### src/rtl/sfx_link_master.sv
module sfx_link_master #(
  parameter int DIVW = 8
) (
  input  logic            clk,
  input  logic            rst_n,
  input  logic [DIVW-1:0] div_val,
  input  logic            aud_narrow,
  input  logic            tel_narrow,
  input  logic [15:0]     wdata,
  input  logic            wr_aud,
  input  logic            wr_tel,
  input  logic            wr_ctl0,
  input  logic            wr_ctl1,
  input  logic            rd_aud,
  input  logic            rd_tel,
  input  logic            flag_clr,
  output logic [15:0]     ctl0_q,
  output logic [15:0]     ctl1_q,
  output logic [15:0]     stat0,
  output logic [15:0]     stat1,
  output logic [15:0]     aud_rx,
  output logic [15:0]     tel_rx,
  output logic            aud_rx_valid,
  output logic            tel_rx_valid,
  output logic            aud_under,
  output logic            tel_under,
  output logic            aud_over,
  output logic            tel_over,
  output logic            frame_stb,
  output logic            sclk,
  output logic            fsync,
  output logic            sdout,
  input  logic            sdin
);

  localparam int FBITS = 128;
  localparam int PW    = $clog2(FBITS);
  localparam logic [PW-1:0] LAST = PW'(FBITS - 1);

  logic [DIVW-1:0] cnt;
  logic [PW-1:0]   pos;
  logic [15:0]     aud_tx, tel_tx;
  logic            aud_full, tel_full;
  logic [15:0]     sh_c0, sh_a, sh_c1, sh_t;
  logic [15:0]     r_c0, r_a, r_c1, r_t;

  wire            tick  = (cnt >= div_val);
  wire            rise  = tick & ~sclk;
  wire            fall  = tick & sclk;
  wire [PW-1:0]   pos_n = pos + 1'b1;
  wire [FBITS-1:0] tx_frame = {sh_c0, sh_a, 32'h0, sh_c1, sh_t, 32'h0};

  always_ff @(posedge clk or negedge rst_n) begin
    if (!rst_n) begin
      cnt       <= '0;
      sclk      <= 1'b0;
      pos       <= LAST - 1'b1;
      sdout     <= 1'b0;
      fsync     <= 1'b0;
      frame_stb <= 1'b0;
    end else begin
      cnt       <= tick ? '0 : cnt + 1'b1;
      if (tick) sclk <= ~sclk;
      frame_stb <= rise && (pos_n == LAST);
      if (rise) begin
        pos   <= pos_n;
        sdout <= tx_frame[LAST - pos_n];
        fsync <= (pos_n == LAST);
      end
    end
  end

  always_ff @(posedge clk or negedge rst_n) begin
    if (!rst_n) begin
      r_c0 <= '0; r_a <= '0; r_c1 <= '0; r_t <= '0;
    end else if (fall && !pos[5]) begin
      case ({pos[6], pos[4]})
        2'b00:   r_c0 <= {r_c0[14:0], sdin};
        2'b01:   r_a  <= {r_a[14:0], sdin};
        2'b10:   r_c1 <= {r_c1[14:0], sdin};
        default: r_t  <= {r_t[14:0], sdin};
      endcase
    end
  end

  always_ff @(posedge clk or negedge rst_n) begin
    if (!rst_n) begin
      aud_tx <= '0; tel_tx <= '0; ctl0_q <= '0; ctl1_q <= '0;
      aud_full <= 1'b0; tel_full <= 1'b0;
    end else begin
      if (wr_aud)  aud_tx <= wdata;
      if (wr_tel)  tel_tx <= wdata;
      if (wr_ctl0) ctl0_q <= wdata;
      if (wr_ctl1) ctl1_q <= wdata;
      if (wr_aud) aud_full <= 1'b1; else if (frame_stb) aud_full <= 1'b0;
      if (wr_tel) tel_full <= 1'b1; else if (frame_stb) tel_full <= 1'b0;
    end
  end

  always_ff @(posedge clk or negedge rst_n) begin
    if (!rst_n) begin
      sh_c0 <= '0; sh_a <= '0; sh_c1 <= '0; sh_t <= '0;
      stat0 <= '0; stat1 <= '0; aud_rx <= '0; tel_rx <= '0;
    end else if (frame_stb) begin
      sh_c0  <= ctl0_q;
      sh_c1  <= ctl1_q;
      sh_a   <= aud_narrow ? {aud_tx[7:0], 8'h00} : aud_tx;
      sh_t   <= tel_narrow ? {tel_tx[7:0], 8'h00} : tel_tx;
      stat0  <= r_c0;
      stat1  <= r_c1;
      aud_rx <= aud_narrow ? {8'h00, r_a[15:8]} : r_a;
      tel_rx <= tel_narrow ? {8'h00, r_t[15:8]} : r_t;
    end
  end

  always_ff @(posedge clk or negedge rst_n) begin
    if (!rst_n) begin
      aud_rx_valid <= 1'b0; tel_rx_valid <= 1'b0;
      aud_under <= 1'b0; tel_under <= 1'b0;
      aud_over  <= 1'b0; tel_over  <= 1'b0;
    end else begin
      if (frame_stb) aud_rx_valid <= 1'b1; else if (rd_aud) aud_rx_valid <= 1'b0;
      if (frame_stb) tel_rx_valid <= 1'b1; else if (rd_tel) tel_rx_valid <= 1'b0;
      if (flag_clr) begin
        aud_under <= 1'b0; tel_under <= 1'b0;
        aud_over  <= 1'b0; tel_over  <= 1'b0;
      end else if (frame_stb) begin
        if (!aud_full) aud_under <= 1'b1;
        if (!tel_full) tel_under <= 1'b1;
        if (aud_rx_valid && !rd_aud) aud_over <= 1'b1;
        if (tel_rx_valid && !rd_tel) tel_over <= 1'b1;
      end
    end
  end

  assert_sdout_rise_R4: assert property (@(posedge clk) disable iff (!rst_n)
    !$stable(sdout) |-> $rose(sclk));
  assert_strobe_sync_R7: assert property (@(posedge clk) disable iff (!rst_n)
    frame_stb |-> $rose(fsync));
  assert_sync_exit_R2: assert property (@(posedge clk) disable iff (!rst_n)
    $fell(fsync) |-> (pos == '0));
  assert_pad_zero_R3: assert property (@(posedge clk) disable iff (!rst_n)
    pos[5] |-> !sdout);
  assert_flag_clear_R10: assert property (@(posedge clk) disable iff (!rst_n)
    flag_clr |=> !(aud_under || tel_under || aud_over || tel_over));
  assert_valid_set_R9: assert property (@(posedge clk) disable iff (!rst_n)
    $rose(aud_rx_valid) |-> $past(frame_stb));

endmodule

### config.mk
export PLATFORM = sky130hd
export DESIGN_NAME = sfx_link_master
export DESIGN_NICKNAME = d
export VERILOG_FILES = /design/src/rtl/sfx_link_master.sv
export SDC_FILE = /design/constraint.sdc
export NUM_CORES = 1
export LEC_CHECK = 0
export ABC_AREA = 0
export BUFFER_PORTS_ARGS = -buffer_cell sky130_fd_sc_hd__buf_4
export CORE_ASPECT_RATIO = 0.5
export CORE_MARGIN = 8
export CORE_UTILIZATION = 60
export DETAILED_ROUTE_END_ITERATION = 10
export PLACE_DENSITY = 0.82
export SYNTH_ARGS = -nofsm -noshare
export SYNTH_HDL_FRONTEND = slang
export SYNTH_SLANG_ARGS = --single-unit
### constraint.sdc
create_clock -name clk -period 4.04 [get_ports clk]
set_input_delay 0.404 -clock clk [delete_from_list [all_inputs] [get_ports clk]]
set_output_delay 0.404 -clock clk [all_outputs]
set_load 0.05 [all_outputs]
==> results.txt, run 1 <==
Synthesized netlist net count -> 943
Largest incremental delay on the critical path -> 0.64 ns
Fraction of power consumed by combinational cells -> 17.9%
CTS H-tree depth -> 1
Input/output buffers -> 141
Largest area contributor in the synthesized netlist -> sky130_fd_sc_hd__dfrtp_1
Layout cell share with drive strength beyond 1 -> 39.2%
Adder-cell share of the synthesized area -> 1.14%
CTS Buffer Depth -> 3
Post-synthesis area per instance -> 13.4 um2
Most used standard cell by instance count after synthesis -> sky130_fd_sc_hd__dfrtp_1
Pre-CTS setup slack -> 1.32 ns
Worst min-delay path endpoint -> aud_under
Standby leakage power -> 6.81 nW
Number of flip-flops and latches in the synthesized netlist -> 283
Fmax achieved -> 363 MHz
Share of cell area taken by muxes after synthesis -> 23.7%
Half-perimeter wire length after placement -> 17.9 mm
PD cells -> 469 nW/um2
Number of violations of the max-capacitance limit -> 0
Routed len/inst -> 19.8 um
Cells after synthesis -> 896
CTS buffer count -> 25
Overall routed net length -> 25.8 mm
Number of enable-type register cells in the synthesized netlist -> 0
Req. time, crit path -> 4.44 ns
Sequence of cells on the critical path -> ha_1, buf_4, nor2b_1, a2111oi_0, a31oi_1, a311oi_1, nor3_1, a221o_1
Post-route clock period utilization -> 68.1%
Sequential-to-total area share from yosys stat -> 58.9%
Count of inserted antenna diode cells -> 0
Max-slew headroom at the worst pin -> 46.3%
Top_reg_cell synth -> sky130_fd_sc_hd__dfrtp_1
Buffering stage count on the worst path with inverters included -> 1
Hold Slack -> 0.0743 ns
Worst Reg-to-Reg Cells -> 8
Synthesis Warnings -> 0
Class of the worst hold path -> input pin to register
Root Driver -> sky130_fd_sc_hd__clkbuf_16
Area fraction in compound gates after synthesis -> 4.70%
Post-cts sizing count -> 0
Worst clock skew on the final layout -> 0.0114 ns
Aggregate global-route resource usage -> 20.5%
Final worst setup slack -> 1.29 ns
Routability-driven placement congestion ratio -> 0.831
Register clock-pin slew on the reported worst setup and hold paths -> 0.07 ns
First-pass GRT wire length -> 42.0 mm
Worst IR drop on VDD -> 0.341 mV
Sequential fraction of design power -> 47.4%
Sw power -> 1.84 mW
Ratio of routed vias to standard cells -> 5.66
Start point of the worst min-delay path -> flag_clr
Standard cell core area -> 19500 um2
Vias after detailed routing -> 7387
Maximum fanout along the worst path -> 15
Number of standard-cell rows in the floorplan -> 36
Iteration-0 DRC Markers -> 473
Simple-gate share of the synthesized area -> 6.55%
Die height -> 116 um
Net switching fraction of the power -> 27.9%
Hold bufs inserted after CTS -> 1
Final #Nets -> 1069
Number of antenna violations at the first check in global routing -> 1
Final total negative setup slack -> 0 ns
Clock network fraction of total power -> 34.7%
I/O Pins -> 142
Post-CTS setup-driven buffer insertion count -> 0
Worst setup path class -> register to register
P_int -> 4.76 mW
Number of clock sinks -> 283
Later-pin clock latency in the skew report -> 0.51 ns
Initial core utilization -> 61.5%
Area share of the leading cell type in the synthesized netlist -> 57.6%
Critical path data arrival time -> 3.15 ns
Number of max-slew violations in the final report -> 0
Synth async-reset ratio -> 100%
Die width -> 216 um
Internal reg-to-reg setup slack -> 1.29 ns
XOR/XNOR Fraction of Synth Area -> 1.46%
Vias in the first global route -> 7832
Remaining design rule violation count -> 0
Full die area -> 25100 um2
Most numerous cell types in the synthesized netlist -> sky130_fd_sc_hd__dfrtp_1 (277), sky130_fd_sc_hd__mux2_2 (182), sky130_fd_sc_hd__nor2_1 (58)
Sort of element at the start of the critical path -> register
Transition time at the pin with the least slew margin -> 0.803 ns
CTS tree -> done
Worst reg2reg startpoint -> pos[1]
Category of the worst setup path capture point -> register
Post-route antenna net violation count -> 0
Setup repair after global routing missed its margin -> false
Critical-path cell with the highest stage delay -> sky130_fd_sc_hd__ha_1
Min Clock Period, post-route -> 2.75 ns
Initial DRT Pass Iterations -> 5
Mapped Area -> 12000 um2
Dominant combinational cell family by area after synthesis -> multiplexers
Number of instances on the worst hold path -> 2
Count of final hold-check violations -> 0
Pin count of the biggest net entering global routing -> 102
Congestion Overflow GR -> 0
Top cells by area in the synthesized netlist -> sky130_fd_sc_hd__dfrtp_1 (58%), sky130_fd_sc_hd__mux2_2 (17%), sky130_fd_sc_hd__mux2i_1 (3.1%), sky130_fd_sc_hd__mux4_2 (2.2%), sky130_fd_sc_hd__nand3b_1 (1.9%)
Final setup fails -> 0
Cell variety after synth -> 50
Critical register-to-register path endpoint -> sdout
Run status -> completed
Cell family with the largest share of critical-path delay -> compound AO/OA/AOI/OAI gates
Synthesis-to-finish area growth -> 17.1%
per-stage QoR:
stage / instances / utilization, % / power, mW / area (um2)
2_1_floorplan: 896 / - / 3.98 / 12000
3_3_place_gp: 1260 / 68.0 / 4.33 / 13300
3_5_place_dp: 1260 / 68.0 / 4.37 / 13300
4_1_cts: 1304 / 72.1 / 6.65 / 14100
5_1_grt: 1304 / 72.1 / 6.90 / 14100
6_report: 1304 / 72.1 / 6.61 / 14100
registers in the layout, indices dropped and copies added (netlist names), 7 cells and up:
signal / count
aud_rx: 16
aud_tx: 16
ctl0_q: 16
ctl1_q: 16
r_a: 16
r_c0: 16
r_c1: 16
r_t: 16
sh_a: 16
sh_c0: 16
sh_c1: 16
sh_t: 16
stat0: 16
stat1: 16
tel_rx: 16
tel_tx: 16
cnt: 8
pos: 7
placed cells by master (no fill, tap or decap), types with 3 or more instances in the layout:
cell	count
sky130_fd_sc_hd__nor2_1	58
sky130_fd_sc_hd__a21oi_1	38
sky130_fd_sc_hd__clkbuf_1	10
sky130_fd_sc_hd__and3_1	3
sky130_fd_sc_hd__clkbuf_8	5
sky130_fd_sc_hd__nand3b_1	30
sky130_fd_sc_hd__nand4_1	3
sky130_fd_sc_hd__xnor2_1	7
sky130_fd_sc_hd__nor3_1	3
sky130_fd_sc_hd__dfstp_2	6
sky130_fd_sc_hd__buf_4	151
sky130_fd_sc_hd__mux2_2	182
sky130_fd_sc_hd__nand3_1	13
sky130_fd_sc_hd__mux2i_1	37
sky130_fd_sc_hd__inv_1	45
sky130_fd_sc_hd__a31oi_1	5
sky130_fd_sc_hd__mux4_2	12
sky130_fd_sc_hd__ha_1	11
sky130_fd_sc_hd__clkbuf_16	25
sky130_fd_sc_hd__nor2b_1	4
sky130_fd_sc_hd__mux2_4	10
sky130_fd_sc_hd__o21ai_0	31
sky130_fd_sc_hd__xor2_1	13
sky130_fd_sc_hd__a21o_1	5
sky130_fd_sc_hd__nand2_1	18
sky130_fd_sc_hd__dfrtp_1	276
kinds of logic (layout without fill, tap and decap cells):
group / after synthesis / after routing
and+or+nand+nor: 144 / 144
adders and majority gates: 11 / 11
xor gates and xnor gates: 20 / 20
DFF: 283 / 283
AOI/OAI and AO/OA: 95 / 95
buffers and inverters: 101 / 243
muxes: 242 / 242
per-layer routing:
| layer | GRT usage (%) | vias to the layer above | wire [um] |
|---|---|---|---|
| met4 | 5.65 | 0 | 521 |
| met3 | 4.60 | 36 | 1480 |
| met5 | 0 | - | 0 |
| met1 | 27.7 | 3798 | 11500 |
| met2 | 33.8 | 178 | 12300 |
| li1 | - | 3375 | - |
power groups by stage:
stage          Clock (mW)  Sequential (mW)  Combinational, mW
6_report             2.29             3.13               1.18
5_1_grt              2.46             3.15               1.29
4_1_cts              2.33             3.13               1.19
3_5_place_dp            0             3.18               1.19
3_3_place_gp            0             3.17               1.16
2_1_floorplan           0             3.27              0.704
worst max-delay path by stage:
| stage | from | endpoint | slack (ns) | cells past startpoint |
|---|---|---|---|---|
| CTS | pos[1] | sdout | 1.33 | 8 |
| global route | pos[0] | sdout | 1.14 | 9 |
| floorplan | pos[0] | sdout | 1.50 | 10 |
| finish | pos[1] | sdout | 1.29 | 8 |
| detailed placement | pos[1] | sdout | 1.32 | 8 |
| global placement | pos[0] | sdout | 1.33 | 9 |
cell type report:
type,count,area [um2]
Tap cell,266,333
Multi-Input combinational cell,512,4520
Sequential cell,283,7090
Fill cell,1299,5460
Inverter,45,169
Clock inverter,3,46.3
Clock buffer,40,732
Timing Repair Buffer,155,1200
Note: power is estimated with default switching activity, not from simulation.
==> inputs of run 2 (changes only) <==
- CORE_UTILIZATION: 60 -> 58
- PLACE_DENSITY: 0.82 -> 0.79
- clock period: 4.04 -> 2.6 ns (I/O delays scaled with it)
==> run 2 against run 1 <==
  * First-iteration DRC count increased by 39%
  * Critical path type unchanged
  * Core utilization decreased by 2.2 points
  * Final cell count increased by 1.7%
  * Via count increased by 0.69%
  * Power increased by 58%
  * Sequential share of layout area decreased by 0.74 points
==> results.txt, run 2 (synthesis results as in run 1) <==
Half-perimeter wire length after placement -> 18.5 mm (+3.5%)
Ratio of routed vias to standard cells -> 5.61 (-0.98%)
Core Util, Final -> 69.9% (-2.2 points)
Synthesis-to-finish area growth -> 18.9%
Transition time at the pin with the least slew margin -> 0.617 ns (-0.186 ns)
First-pass GRT wire length -> 43.7 mm (+3.9%)
Number of instances on the worst hold path -> 2 (unchanged)
Final total negative setup slack -> 0 ns (unchanged)
Critical register-to-register path endpoint -> r_a[7]
Fmax achieved -> 399 MHz (+9.7%)
Full die area -> 25900 um2 (+3.1%)
Routed len/inst -> 20.1 um (+1.7%)
Crit path capture -> r_a[7]
CTS buffer count -> 24 (-4.0%)
Die height -> 118 um (+1.5%)
Min Clock Period, post-route -> 2.51 ns (-0.244 ns)
Iteration-0 DRC Markers -> 656 (+39%)
Sort of element at the start of the critical path -> register
Initial DRT Pass Iterations -> 4 (-1)
Root Driver -> sky130_fd_sc_hd__clkbuf_16
Most Crowded Layer GR -> met2
Global routing usage on met2 -> 32.9% (-0.92 points)
Post-route antenna net violation count -> 0 (unchanged)
Post-detailed-placement cell area -> 13400 um2 (+1.1%)
Most common library cell in the layout ignoring fill and taps -> sky130_fd_sc_hd__dfrtp_1
Post-Layout Cell Count -> 1326 (+1.7%)
Initial core utilization -> 58.8% (-2.7 points)
Highest-count cells in the layout ignoring fill and taps -> sky130_fd_sc_hd__dfrtp_1 (276), sky130_fd_sc_hd__mux2_2 (182), sky130_fd_sc_hd__buf_4 (161)
Critical path launch point -> cnt[5]
GR met3 Demand/Resource -> 4.54% (-0.061 points)
Remaining design rule violation count -> 0 (unchanged)
Input/output buffers -> 141 (unchanged)
Vias in the first global route -> 7964 (+1.7%)
Run status -> completed
CTS Buffer Depth -> 3 (unchanged)
Later-pin clock latency in the skew report -> 0.53 ns (+0.02 ns)
Routability-driven placement congestion ratio -> 0.837 (+0.70%)
Final worst setup slack -> 0.0919 ns (-1.20 ns)
CTS tree -> done
Count of inserted antenna diode cells -> 0 (unchanged)
Global routing met1 resource utilization -> 28.7% (+1.0 points)
Worst reg2reg startpoint -> cnt[5]
Standard cell core area -> 20500 um2 (+4.7%)
Internal reg-to-reg setup slack -> 0.09 ns (-1.20 ns)
Worst setup path class -> register to register
Post-route design area -> 14300 um2 (+1.5%)
Standby leakage power -> 6.93 nW (+1.7%)
Maximum fanout along the worst path -> 16 (+1)
Register clock-pin slew on the reported worst setup and hold paths -> 0.07 ns (about the same)
Critical path data arrival time -> 2.91 ns (-0.24 ns)
PD cells -> 731 nW/um2 (+56%)
Worst Reg-to-Reg Cells -> 7 (-1)
CTS H-tree depth -> 1 (unchanged)
Pin count of the biggest net entering global routing -> 77 (-25%)
Number of clock sinks -> 283 (unchanged)
Setup repair after global routing missed its margin -> false
Vias after detailed routing -> 7438 (+0.69%)
I/O Pins -> 142 (unchanged)
Pre-CTS setup slack -> 0.0951 ns (-1.22 ns)
Max-slew headroom at the worst pin -> 58.9% (+13 points)
Final #Nets -> 1084 (+1.4%)
Count of final hold-check violations -> 0 (unchanged)
Req. time, crit path -> 3.00 ns (-1.44 ns)
Category of the worst setup path capture point -> register
Cell count after placement -> 1280 (+1.6%)
Class of the worst hold path -> input pin to register
Worst clock skew on the final layout -> 0.0203 ns (+0.00892 ns)
Die width -> 220 um (+1.6%)
Number of antenna violations at the first check in global routing -> 0 (-1)
Congestion Overflow GR -> 0 (unchanged)
Number of max-slew violations in the final report -> 0 (unchanged)
Layout cell share with drive strength beyond 1 -> 40.5% (+1.2 points)
Final setup fails -> 0 (unchanged)
Aggregate global-route resource usage -> 20.8% (+0.21 points)
Number of standard-cell rows in the floorplan -> 37 (+2.8%)
Post-route clock period utilization -> 96.5% (+28 points)
Number of violations of the max-capacitance limit -> 0 (unchanged)
Worst IR drop on VDD -> 0.493 mV (+45%)
Overall routed net length -> 26.7 mm (+3.5%)
==> run 2: cell types whose count changed in the layout (fill, tap and decap cells not counted), sizes merged <==
cell / delta
inv: -1
dlygate4sd3: +3
clkinv: +2
clkinvlp: +2
clkbuf: -4
buf: +13
==> run 2: layout make-up <==
cell class,count,area [um2]
Clock buffer,36,747
Clock inverter,6,60.1
Fill cell,1402,6160
Inverter,45,169
Multi-Input combinational cell,512,4530
Sequential cell,283,7090
Tap cell,273,342
Timing Repair Buffer,171,1360
==> run 2: worst min path at each step <==
stage | startpoint | to | slack (ns)
floorplan | rst_n | aud_full | -0.04
global placement | rst_n | r_c0[11] | 0.27
detailed placement | rst_n | r_c0[11] | 0.27
CTS | wdata[14] | ctl0_q[14] | 0.001
global route | wdata[8] | tel_tx[8] | 0.003
finish | wdata[14] | ctl1_q[14] | 0.01
==> run 2: repair_timing <==
action                                  4_1_cts  5_1_grt
gates resized for setup                       0        1
endpoints found under the hold margin        68        0
hold buffers                                  4        0
setup buffers                                 0        0
endpoints found under the setup margin        0        1
==> run 2: worst max-delay path, cell delays in order, from the launching register on <==
cell and delay (ns):
sky130_fd_sc_hd__dfrtp_1 0.42, sky130_fd_sc_hd__ha_1 0.33, sky130_fd_sc_hd__nand4_2 0.13, sky130_fd_sc_hd__o31ai_4 0.50
sky130_fd_sc_hd__nand2_4 0.18, sky130_fd_sc_hd__nor3b_4 0.20, sky130_fd_sc_hd__buf_4 0.26, sky130_fd_sc_hd__mux2_2 0.37
==> run 2: stage by stage <==
step	power [mW]	hold WS, ns
4_1_cts	10.5	0.00109
2_1_floorplan	6.18	-0.0356
3_3_place_gp	6.76	0.269
3_5_place_dp	6.84	0.272
6_report	10.5	0.0126
5_1_grt	10.9	0.00260
==> run 2: where the power goes <==
group	internal (mW)	leakage (nW)	total (mW)	switching [mW]
clock	2.08	0.395	3.67	1.58
sequential	4.64	3.44	4.85	0.210
combinational	0.804	3.10	1.94	1.14
total	7.52	6.93	10.5	2.93
==> run 2: layer usage <==
metal | routed length (um) | vias up
li1 | - | 3403
met1 | 11800 | 3825
met2 | 12600 | 158
met3 | 1530 | 52
met4 | 680 | 0
met5 | 0 | -
